$ cat config.mk
export PLATFORM = sky130hd
export DESIGN_NAME = pair_timer
export DESIGN_NICKNAME = d
export VERILOG_FILES = /design/src/rtl/tcp_pkg.sv /design/src/rtl/tcp_qualifier.sv /design/src/rtl/tcp_counter.sv /design/src/rtl/pair_timer.sv
export SDC_FILE = /design/constraint.sdc
export NUM_CORES = 1
export LEC_CHECK = 0
export BUFFER_PORTS_ARGS = -buffer_cell sky130_fd_sc_hd__buf_4
export CORE_MARGIN = 2
export CORE_UTILIZATION = 36
export CTS_CLUSTER_DIAMETER = 200
export CTS_CLUSTER_SIZE = 30
export DETAILED_ROUTE_END_ITERATION = 10
export GPL_ROUTABILITY_DRIVEN = 0
export PLACE_DENSITY_LB_ADDON = 0.1
export SYNTH_ARGS = -nofsm -noshare
export SYNTH_HDL_FRONTEND = slang
export SYNTH_SLANG_ARGS = --single-unit
$ cat constraint.sdc
create_clock -name clk_i -period 7.8 [get_ports clk_i]
set_clock_uncertainty 0.05 [all_clocks]
set_input_delay 1.17 -clock clk_i [delete_from_list [all_inputs] [get_ports clk_i]]
set_output_delay 1.17 -clock clk_i [all_outputs]
set_load 0.02 [all_outputs]
$ cat src/rtl/tcp_pkg.sv
package tcp_pkg;
  localparam int unsigned ADDR_W = 4;
  localparam int unsigned CTRL_W = 11;

  localparam logic [ADDR_W-1:0] A_CTRL = 4'h0;
  localparam logic [ADDR_W-1:0] A_RUN  = 4'h2;
  localparam logic [ADDR_W-1:0] A_RLD  = 4'h4;
  localparam logic [ADDR_W-1:0] A_CNT  = 4'h6;
  localparam logic [ADDR_W-1:0] A_IEN  = 4'h8;
  localparam logic [ADDR_W-1:0] A_IST  = 4'h9;

  localparam int unsigned C_UP   = 1;
  localparam int unsigned C_CNT  = 2;
  localparam int unsigned C_ONCE = 3;
  localparam int unsigned C_EXT  = 4;
  localparam int unsigned C_INV  = 5;
  localparam int unsigned C_EDGE = 6;
  localparam int unsigned C_SYNC = 8;
  localparam int unsigned C_TSRC = 9;
  localparam int unsigned C_CSRC = 10;

  localparam int unsigned R_SET = 0;
  localparam int unsigned R_CLR = 1;
  localparam int unsigned R_LD  = 2;
endpackage

$ cat src/rtl/tcp_qualifier.sv
module tcp_qualifier (
  input  logic       clk_i,
  input  logic       rst_ni,
  input  logic       sig_i,
  input  logic       bypass_i,
  input  logic       inv_i,
  input  logic [1:0] mode_i,
  output logic       tick_o
);
  logic s1_q, s2_q, prev_q, lvl;

  assign lvl = (bypass_i ? sig_i : s2_q) ^ inv_i;

  always_ff @(posedge clk_i or negedge rst_ni) begin
    if (!rst_ni) begin
      s1_q   <= 1'b0;
      s2_q   <= 1'b0;
      prev_q <= 1'b0;
    end else begin
      s1_q   <= sig_i;
      s2_q   <= s1_q;
      prev_q <= lvl;
    end
  end

  always_comb begin
    case (mode_i)
      2'b00:   tick_o = lvl;
      2'b01:   tick_o = lvl & ~prev_q;
      2'b10:   tick_o = ~lvl & prev_q;
      default: tick_o = lvl ^ prev_q;
    endcase
  end
endmodule

$ cat src/rtl/tcp_counter.sv
module tcp_counter #(
  parameter int unsigned W = 16
) (
  input  logic         clk_i,
  input  logic         rst_ni,
  input  logic         load_i,
  input  logic [W-1:0] load_val_i,
  input  logic         step_i,
  input  logic         up_i,
  output logic [W-1:0] cnt_o,
  output logic         at_end_o
);
  logic [W-1:0] cnt_q;

  always_ff @(posedge clk_i or negedge rst_ni) begin
    if (!rst_ni)     cnt_q <= '0;
    else if (load_i) cnt_q <= load_val_i;
    else if (step_i) cnt_q <= up_i ? cnt_q + W'(1) : cnt_q - W'(1);
  end

  assign cnt_o    = cnt_q;
  // last value before a wrap in the current direction
  assign at_end_o = up_i ? &cnt_q : ~|cnt_q;
endmodule

$ cat src/rtl/pair_timer.sv
module pair_timer
  import tcp_pkg::*;
#(
  parameter int unsigned CW = 16
) (
  input  logic              clk_i,
  input  logic              rst_ni,
  input  logic              wr_en_i,
  input  logic [ADDR_W-1:0] addr_i,
  input  logic [2*CW-1:0]   wdata_i,
  output logic [2*CW-1:0]   rdata_o,
  input  logic              ext_a_i,
  input  logic              ext_b_i,
  output logic [1:0]        irq_o
);
  localparam int unsigned DW = 2 * CW;

  logic [CTRL_W-1:0] ctrl_q [2];
  logic [CW-1:0]     reload_q [2];
  logic [CW-1:0]     cnt_w [2];
  logic [1:0] run_q, pend_q, ien_q;
  logic [1:0] raw_w, qual_w, end_w, tick_w, up_w, load_w, wrap_w;
  logic [1:0] set_cmd, clr_cmd, ld_cmd, ext_in;
  logic       ext_mode, wrap_a_cas;

  assign ext_in   = {ext_b_i, ext_a_i};
  assign ext_mode = ctrl_q[0][C_EXT];

  for (genvar c = 0; c < 2; c++) begin : g_ch
    logic run_wr, use_ext;
    assign run_wr     = wr_en_i && (addr_i == A_RUN + ADDR_W'(c));
    assign set_cmd[c] = run_wr & wdata_i[R_SET];
    assign clr_cmd[c] = run_wr & wdata_i[R_CLR];
    assign ld_cmd[c]  = run_wr & wdata_i[R_LD];

    tcp_qualifier u_qual (
      .clk_i   (clk_i),
      .rst_ni  (rst_ni),
      .sig_i   (ext_in[c]),
      .bypass_i(ctrl_q[c][C_SYNC]),
      .inv_i   (ctrl_q[c][C_INV]),
      .mode_i  (ctrl_q[c][C_EDGE+1:C_EDGE]),
      .tick_o  (qual_w[c])
    );

    // counter mode uses an inverted source select
    assign use_ext  = ctrl_q[c][C_CNT] ? ~ctrl_q[c][C_CSRC] : ctrl_q[c][C_TSRC];
    assign raw_w[c] = use_ext ? qual_w[c] : 1'b1;

    tcp_counter #(.W(CW)) u_cnt (
      .clk_i     (clk_i),
      .rst_ni    (rst_ni),
      .load_i    (load_w[c]),
      .load_val_i(reload_q[c]),
      .step_i    (tick_w[c]),
      .up_i      (up_w[c]),
      .cnt_o     (cnt_w[c]),
      .at_end_o  (end_w[c])
    );
  end

  // pairing: B follows A's run state, direction and loads when extended
  assign wrap_a_cas = run_q[0] & raw_w[0] & end_w[0];
  assign up_w[0]    = ctrl_q[0][C_UP];
  assign up_w[1]    = ext_mode ? ctrl_q[0][C_UP] : ctrl_q[1][C_UP];
  assign tick_w[0]  = run_q[0] & raw_w[0];
  assign tick_w[1]  = ext_mode ? wrap_a_cas : (run_q[1] & raw_w[1]);
  assign wrap_w[0]  = wrap_a_cas & (~ext_mode | end_w[1]);
  assign wrap_w[1]  = ~ext_mode & run_q[1] & raw_w[1] & end_w[1];
  assign load_w[0]  = ld_cmd[0] | wrap_w[0];
  assign load_w[1]  = ext_mode ? (ld_cmd[0] | wrap_w[0]) : (ld_cmd[1] | wrap_w[1]);

  always_ff @(posedge clk_i or negedge rst_ni) begin
    if (!rst_ni) begin
      for (int c = 0; c < 2; c++) begin
        ctrl_q[c]   <= '0;
        reload_q[c] <= '0;
      end
      run_q  <= '0;
      pend_q <= '0;
      ien_q  <= '0;
    end else begin
      for (int c = 0; c < 2; c++) begin
        if (clr_cmd[c])                              run_q[c] <= 1'b0;
        else if (set_cmd[c])                         run_q[c] <= 1'b1;
        else if (wrap_w[c] && ctrl_q[c][C_ONCE])     run_q[c] <= 1'b0;

        pend_q[c] <= wrap_w[c] |
                     (pend_q[c] & ~(wr_en_i && addr_i == A_IST && wdata_i[c]));

        if (wr_en_i && addr_i == A_CTRL + ADDR_W'(c)) begin
          ctrl_q[c]         <= wdata_i[CTRL_W-1:0];
          ctrl_q[c][0]      <= 1'b0;
          if (c == 1) ctrl_q[c][C_EXT] <= 1'b0;
        end
      end
      if (wr_en_i && addr_i == A_RLD) begin
        reload_q[0] <= wdata_i[CW-1:0];
        if (ext_mode) reload_q[1] <= wdata_i[DW-1:CW];
      end
      if (wr_en_i && addr_i == A_RLD + ADDR_W'(1)) reload_q[1] <= wdata_i[CW-1:0];
      if (wr_en_i && addr_i == A_IEN) ien_q <= wdata_i[1:0];
    end
  end

  always_comb begin
    case (addr_i)
      A_CTRL:              rdata_o = DW'({ctrl_q[0][CTRL_W-1:1], run_q[0]});
      A_CTRL + 4'd1:       rdata_o = DW'({ctrl_q[1][CTRL_W-1:1], run_q[1]});
      A_RLD:               rdata_o = ext_mode ? {reload_q[1], reload_q[0]} : DW'(reload_q[0]);
      A_RLD + 4'd1:        rdata_o = DW'(reload_q[1]);
      A_CNT:               rdata_o = ext_mode ? {cnt_w[1], cnt_w[0]} : DW'(cnt_w[0]);
      A_CNT + 4'd1:        rdata_o = DW'(cnt_w[1]);
      A_IEN:               rdata_o = DW'(ien_q);
      A_IST:               rdata_o = DW'(pend_q);
      default:             rdata_o = '0;
    endcase
  end

  assign irq_o = pend_q & ien_q;
endmodule

==> summary by stage <==
Status
The run finished with clean final reports.

Power and ir drop
The internal power of the cells totals between 1 and 1.5 mW. The design draws between 2 and 3 mW. The static leakage power is 3.46 nW. Of the total power, the clock network draws 0.169. Of the total power, combinational logic draws 0.481.

The net switching power of the design is around 1.2 mW. Dividing total power by cell area gives a power density of about 360 nW/um^2. The fraction of power consumed by sequential logic is 0.350.

The share of total power consumed by net switching is 0.452. The worst-case IR drop observed on VDD is roughly 0.00015 V.

Drt
For this block, the initial DRC count from the detailed router was 493. In the final routed layout, each cell accounts on average for approximately 22 microns. The count of TritonRoute iterations in the first routing pass is 8. In the routed layout, each cell is associated on average with a via count of between 5 and 6. The final wirelength is approximately 22,000 microns. The count of nets left with antenna violations once routing finished came out at 0.

The DRC violations left is 0. The total number of vias is 5,741.

Cells and area
The number of fill cells is between 1,500 and 2,000. The net count of the finished layout is 830. In the final layout, the share of cells above drive strength 1 is 0.197. Summing all multi-input logic gate instances after layout gives between 3000 and 4000 sq um. The repair_antennas step left the layout with diodes totalling 0. Compared with the post-synthesis result, the final layout area differs by 16.4%. Registers take about 2400 sq um.

Worst setup path
The destination of the worst register-to-register timing path is g_ch[1].u_cnt.cnt_o[15]. Counting stages on the worst path, the most repeated cell is sky130_fd_sc_hd__buf_4. The highest cell delay on the worst timing path is between 0.9 and 1 ns. The largest fanout on the critical path is 10. The type of element capturing the critical path is an output pin.

The number of cells traversed by the worst register-to-register path is 11. The slowest stage of the critical path belongs to the cell sky130_fd_sc_hd__nor3_1. The worst setup path is launched from an input pin.

In this run the critical register-to-register path is launched from ctrl_q[15]. At the worst endpoint, the arrival time is between 3 and 4 ns. The setup slack on the worst flop-to-flop path is approximately 4.1 ns.

Data on the critical path is required at its endpoint by between 6 and 7 ns. The type of the worst setup path is in2out. Traced cell by cell, the critical path runs through buf_4 > nand2b_1 > nor3_1 > a22oi_1 > nand4_1 > buf_4.

Clock tree
The number of sinks driven by the clock tree is between 90 and 100. TritonCTS built the clock tree. Buffers inserted during clock tree synthesis total 9. The level count of the clock H-tree is 3. The post-cts hold buffer count is 0. Clock tree synthesis selected as its root buffer the cell sky130_fd_sc_hd__clkbuf_16. No sink is reached through more buffers than the 2 on the longest clock path.

The number of cells upsized or downsized after cts is 0. The clock transition at the register clock pins on the worst setup and hold paths after CTS is 0.08 ns. The number of setup buffers added after CTS is 0. The clock latency of the later-clocked register in the worst-skew pair is 0.36 ns.

Timing
Timing would allow up to roughly 230 MHz. The total setup violations reported at the end of the flow is 0. The final number of hold-violating endpoints is 0. Adding up every negative setup slack in the final design gives 0 ns.

The worst-case headroom to the max-slew limit is 0.145. Dividing the final minimum period by the clock period gives 0.556. After layout, the minimum clock period comes to 4.34 ns. Final hold analysis gives a worst-case slack of slightly above 0.3 ns. The number of max-slew violations in the final report is 0. Setup repair after global routing left no endpoint under its margin.

The transition at the pin with the smallest max-transition slack is about 1.3 ns.

Yosys
The synthesized design contains 95 register bits. The average instance in the mapped netlist occupies between 9 and 10 sq um. The post-synthesis instance area is 6440 sq um. For this run, asynchronously set or reset flops after synthesis account for 1.00.

The number of flops mapped to enable cells by yosys is 0. Yosys mapped the design onto 65 distinct sky130hd cell types. The post-synthesis instance total is a little under 700. For this run, the register share of the synthesized area comes to 0.369. Counting every net in the synthesized netlist gives slightly below 800. The total of warnings raised by yosys is 0. The most used flip-flop cell after synthesis is sky130_fd_sc_hd__dfrtp_1.

Global route
The first global-routing pass estimated approximately 33,000 microns of wire. For this run the aggregate overflow at the end of global routing stands at 0. Entering global routing, the biggest net connects 53 pins. The initial antenna violation count was 0. The number of global-route vias before repair is roughly 5,600. The global routing usage summed across all routing layers is 0.235.

Placed design
Port buffering added 74 buffers. After legalization and detailed placement, the total HPWL measured 15,800 microns.

Floorplanning
The die extent in y is 138 microns. The initialized floorplan defines 48 standard-cell rows. The floorplan step defined a die boundary enclosing 19,000 sq um.

The overall die width is 138 microns. The number of top-level pins is between 70 and 80. After floorplanning, the core was sized to cover between 15,000 and 20,000 sq um. The initial utilization of the core area, before any placement, comes to 0.370.

Hold path
The depth of the worst hold-timing path is 0. The worst hold path belongs to the class reg2reg. The path with the worst hold slack has its endpoint at g_ch[1].u_qual.s2_q. In this run the most critical hold path is launched from g_ch[1].u_qual.s1_q.

Job
Across the run, the number of max-cap violations was 0.
-- logic make-up (layout without fill, tap and decap cells) --
family,Yosys count,in the layout,share of synthesized area
AOI/OAI and AO/OA,194,194,0.207
xor gates and xnor gates,26,26,0.0353
adders and majority gates,34,34,0.0683
buffers and inverters,46,112,0.0336
DFF,95,95,0.369
muxes,72,72,0.120
and+or+nand+nor,227,227,0.168
-- cell usage after synthesis (2+ instances only) --
library cell | n | area share
sky130_fd_sc_hd__nand2_1 | 75 | 0.044
sky130_fd_sc_hd__nor2_1 | 60 | 0.035
sky130_fd_sc_hd__mux2_1 | 2 | 0.0035
sky130_fd_sc_hd__a21oi_2 | 2 | 0.0027
sky130_fd_sc_hd__and4b_1 | 3 | 0.0047
sky130_fd_sc_hd__mux2i_1 | 32 | 0.050
sky130_fd_sc_hd__or3_1 | 7 | 0.0068
sky130_fd_sc_hd__o31ai_1 | 2 | 0.0023
sky130_fd_sc_hd__inv_1 | 13 | 0.0076
sky130_fd_sc_hd__a222oi_1 | 7 | 0.011
sky130_fd_sc_hd__a31oi_1 | 12 | 0.012
sky130_fd_sc_hd__a211oi_1 | 7 | 0.0082
sky130_fd_sc_hd__buf_4 | 2 | 0.0023
sky130_fd_sc_hd__mux2_2 | 38 | 0.066
sky130_fd_sc_hd__o21ai_0 | 35 | 0.027
sky130_fd_sc_hd__o211ai_1 | 3 | 0.0035
sky130_fd_sc_hd__nor3_1 | 8 | 0.0062
sky130_fd_sc_hd__and2_1 | 5 | 0.0049
sky130_fd_sc_hd__o21a_1 | 5 | 0.0058
sky130_fd_sc_hd__nor4_1 | 10 | 0.0097
sky130_fd_sc_hd__buf_6 | 2 | 0.0035
sky130_fd_sc_hd__xor2_1 | 11 | 0.015
sky130_fd_sc_hd__nand4b_1 | 2 | 0.0027
sky130_fd_sc_hd__a22oi_1 | 48 | 0.056
sky130_fd_sc_hd__buf_2 | 4 | 0.0031
sky130_fd_sc_hd__clkbuf_1 | 23 | 0.013
sky130_fd_sc_hd__xnor2_1 | 15 | 0.020
sky130_fd_sc_hd__ha_1 | 32 | 0.062
sky130_fd_sc_hd__o21bai_1 | 2 | 0.0023
sky130_fd_sc_hd__and3_1 | 5 | 0.0049
sky130_fd_sc_hd__nand4_1 | 11 | 0.011
sky130_fd_sc_hd__nand3_1 | 22 | 0.017
sky130_fd_sc_hd__nand2b_1 | 7 | 0.0068
sky130_fd_sc_hd__nor2b_1 | 5 | 0.0049
sky130_fd_sc_hd__a21oi_1 | 38 | 0.030
sky130_fd_sc_hd__a21o_1 | 15 | 0.017
sky130_fd_sc_hd__dfrtp_1 | 95 | 0.37
sky130_fd_sc_hd__fa_1 | 2 | 0.0062
-- layer usage --
metal | global-route usage | vias up | routed length, microns
met5 | 0 | - | 0
met4 | 0.0442 | 0 | 257
met3 | 0.0508 | 18 | 1430
met2 | 0.377 | 228 | 10200
met1 | 0.329 | 2769 | 9720
li1 | - | 2726 | -
-- how the worst max path moves through the flow --
stage                     cells past startpoint       from         end
after detailed placement                      7  addr_i[1]  rdata_o[1]
after global placement                        7  addr_i[1]  rdata_o[1]
after global routing                          6  addr_i[1]  rdata_o[0]
final                                         6  addr_i[1]  rdata_o[0]
after CTS                                     7  addr_i[1]  rdata_o[1]
after floorplan                               6  addr_i[1]  rdata_o[1]
-- layout by cell type, fill, tap and decap left out, drive strengths merged, types with 17 or more instances in the layout --
| cell | n |
|---|---|
| nand3 | 22 |
| mux2 | 40 |
| a21oi | 40 |
| a22oi | 48 |
| buf | 83 |
| ha | 32 |
| dfrtp | 95 |
| mux2i | 32 |
| nor2 | 60 |
| o21ai | 36 |
| inv | 17 |
| nand2 | 75 |
-- power by group through the flow --
stage,combinational [mW],sequential (mW),clock (mW)
final,1.29,0.937,0.452
after global routing,1.44,0.959,0.482
after CTS,1.29,0.932,0.461
after detailed placement,1.28,0.941,0
after global placement,1.25,0.940,0
after floorplan,1.03,0.801,0
-- state kept, by name, indices dropped and copies added, names as in the netlist --
| name | count |
|---|---|
| ctrl_q | 19 |
| g_ch.u_qual.s2_q | 2 |
| g_ch.u_cnt.cnt_o | 32 |
| pend_q | 2 |
| g_ch.u_qual.s1_q | 2 |
| g_ch.u_qual.prev_q | 2 |
| run_q | 2 |
| ien_q | 2 |
| reload_q | 32 |
-- critical path: cells and delay by family --
kind | cells | cell delay, ns
buffers and inverters | 2 | 0.32
AO/OA/AOI/OAI | 1 | 0.26
AND/OR/NAND/NOR | 3 | 1.37
-- metrics by stage --
step	instance area (sq um)	setup slack, ns	std cells	utilization
after floorplan	6440	4.01	694	-
after global placement	7200	3.58	969	0.414
after detailed placement	7200	3.54	969	0.414
after CTS	7500	3.55	985	0.431
after global routing	7500	3.38	985	0.431
final	7500	3.46	985	0.431
-- layout make-up --
type	instances	area share
repair buffers	83	0.0831
clock buffers	9	0.0300
well taps	225	0.0375
multi-input cells	553	0.516
flip-flops and latches	95	0.317
clock inverters	7	0.00967
inverters	13	0.00650
(Power assumes the default switching activity.)
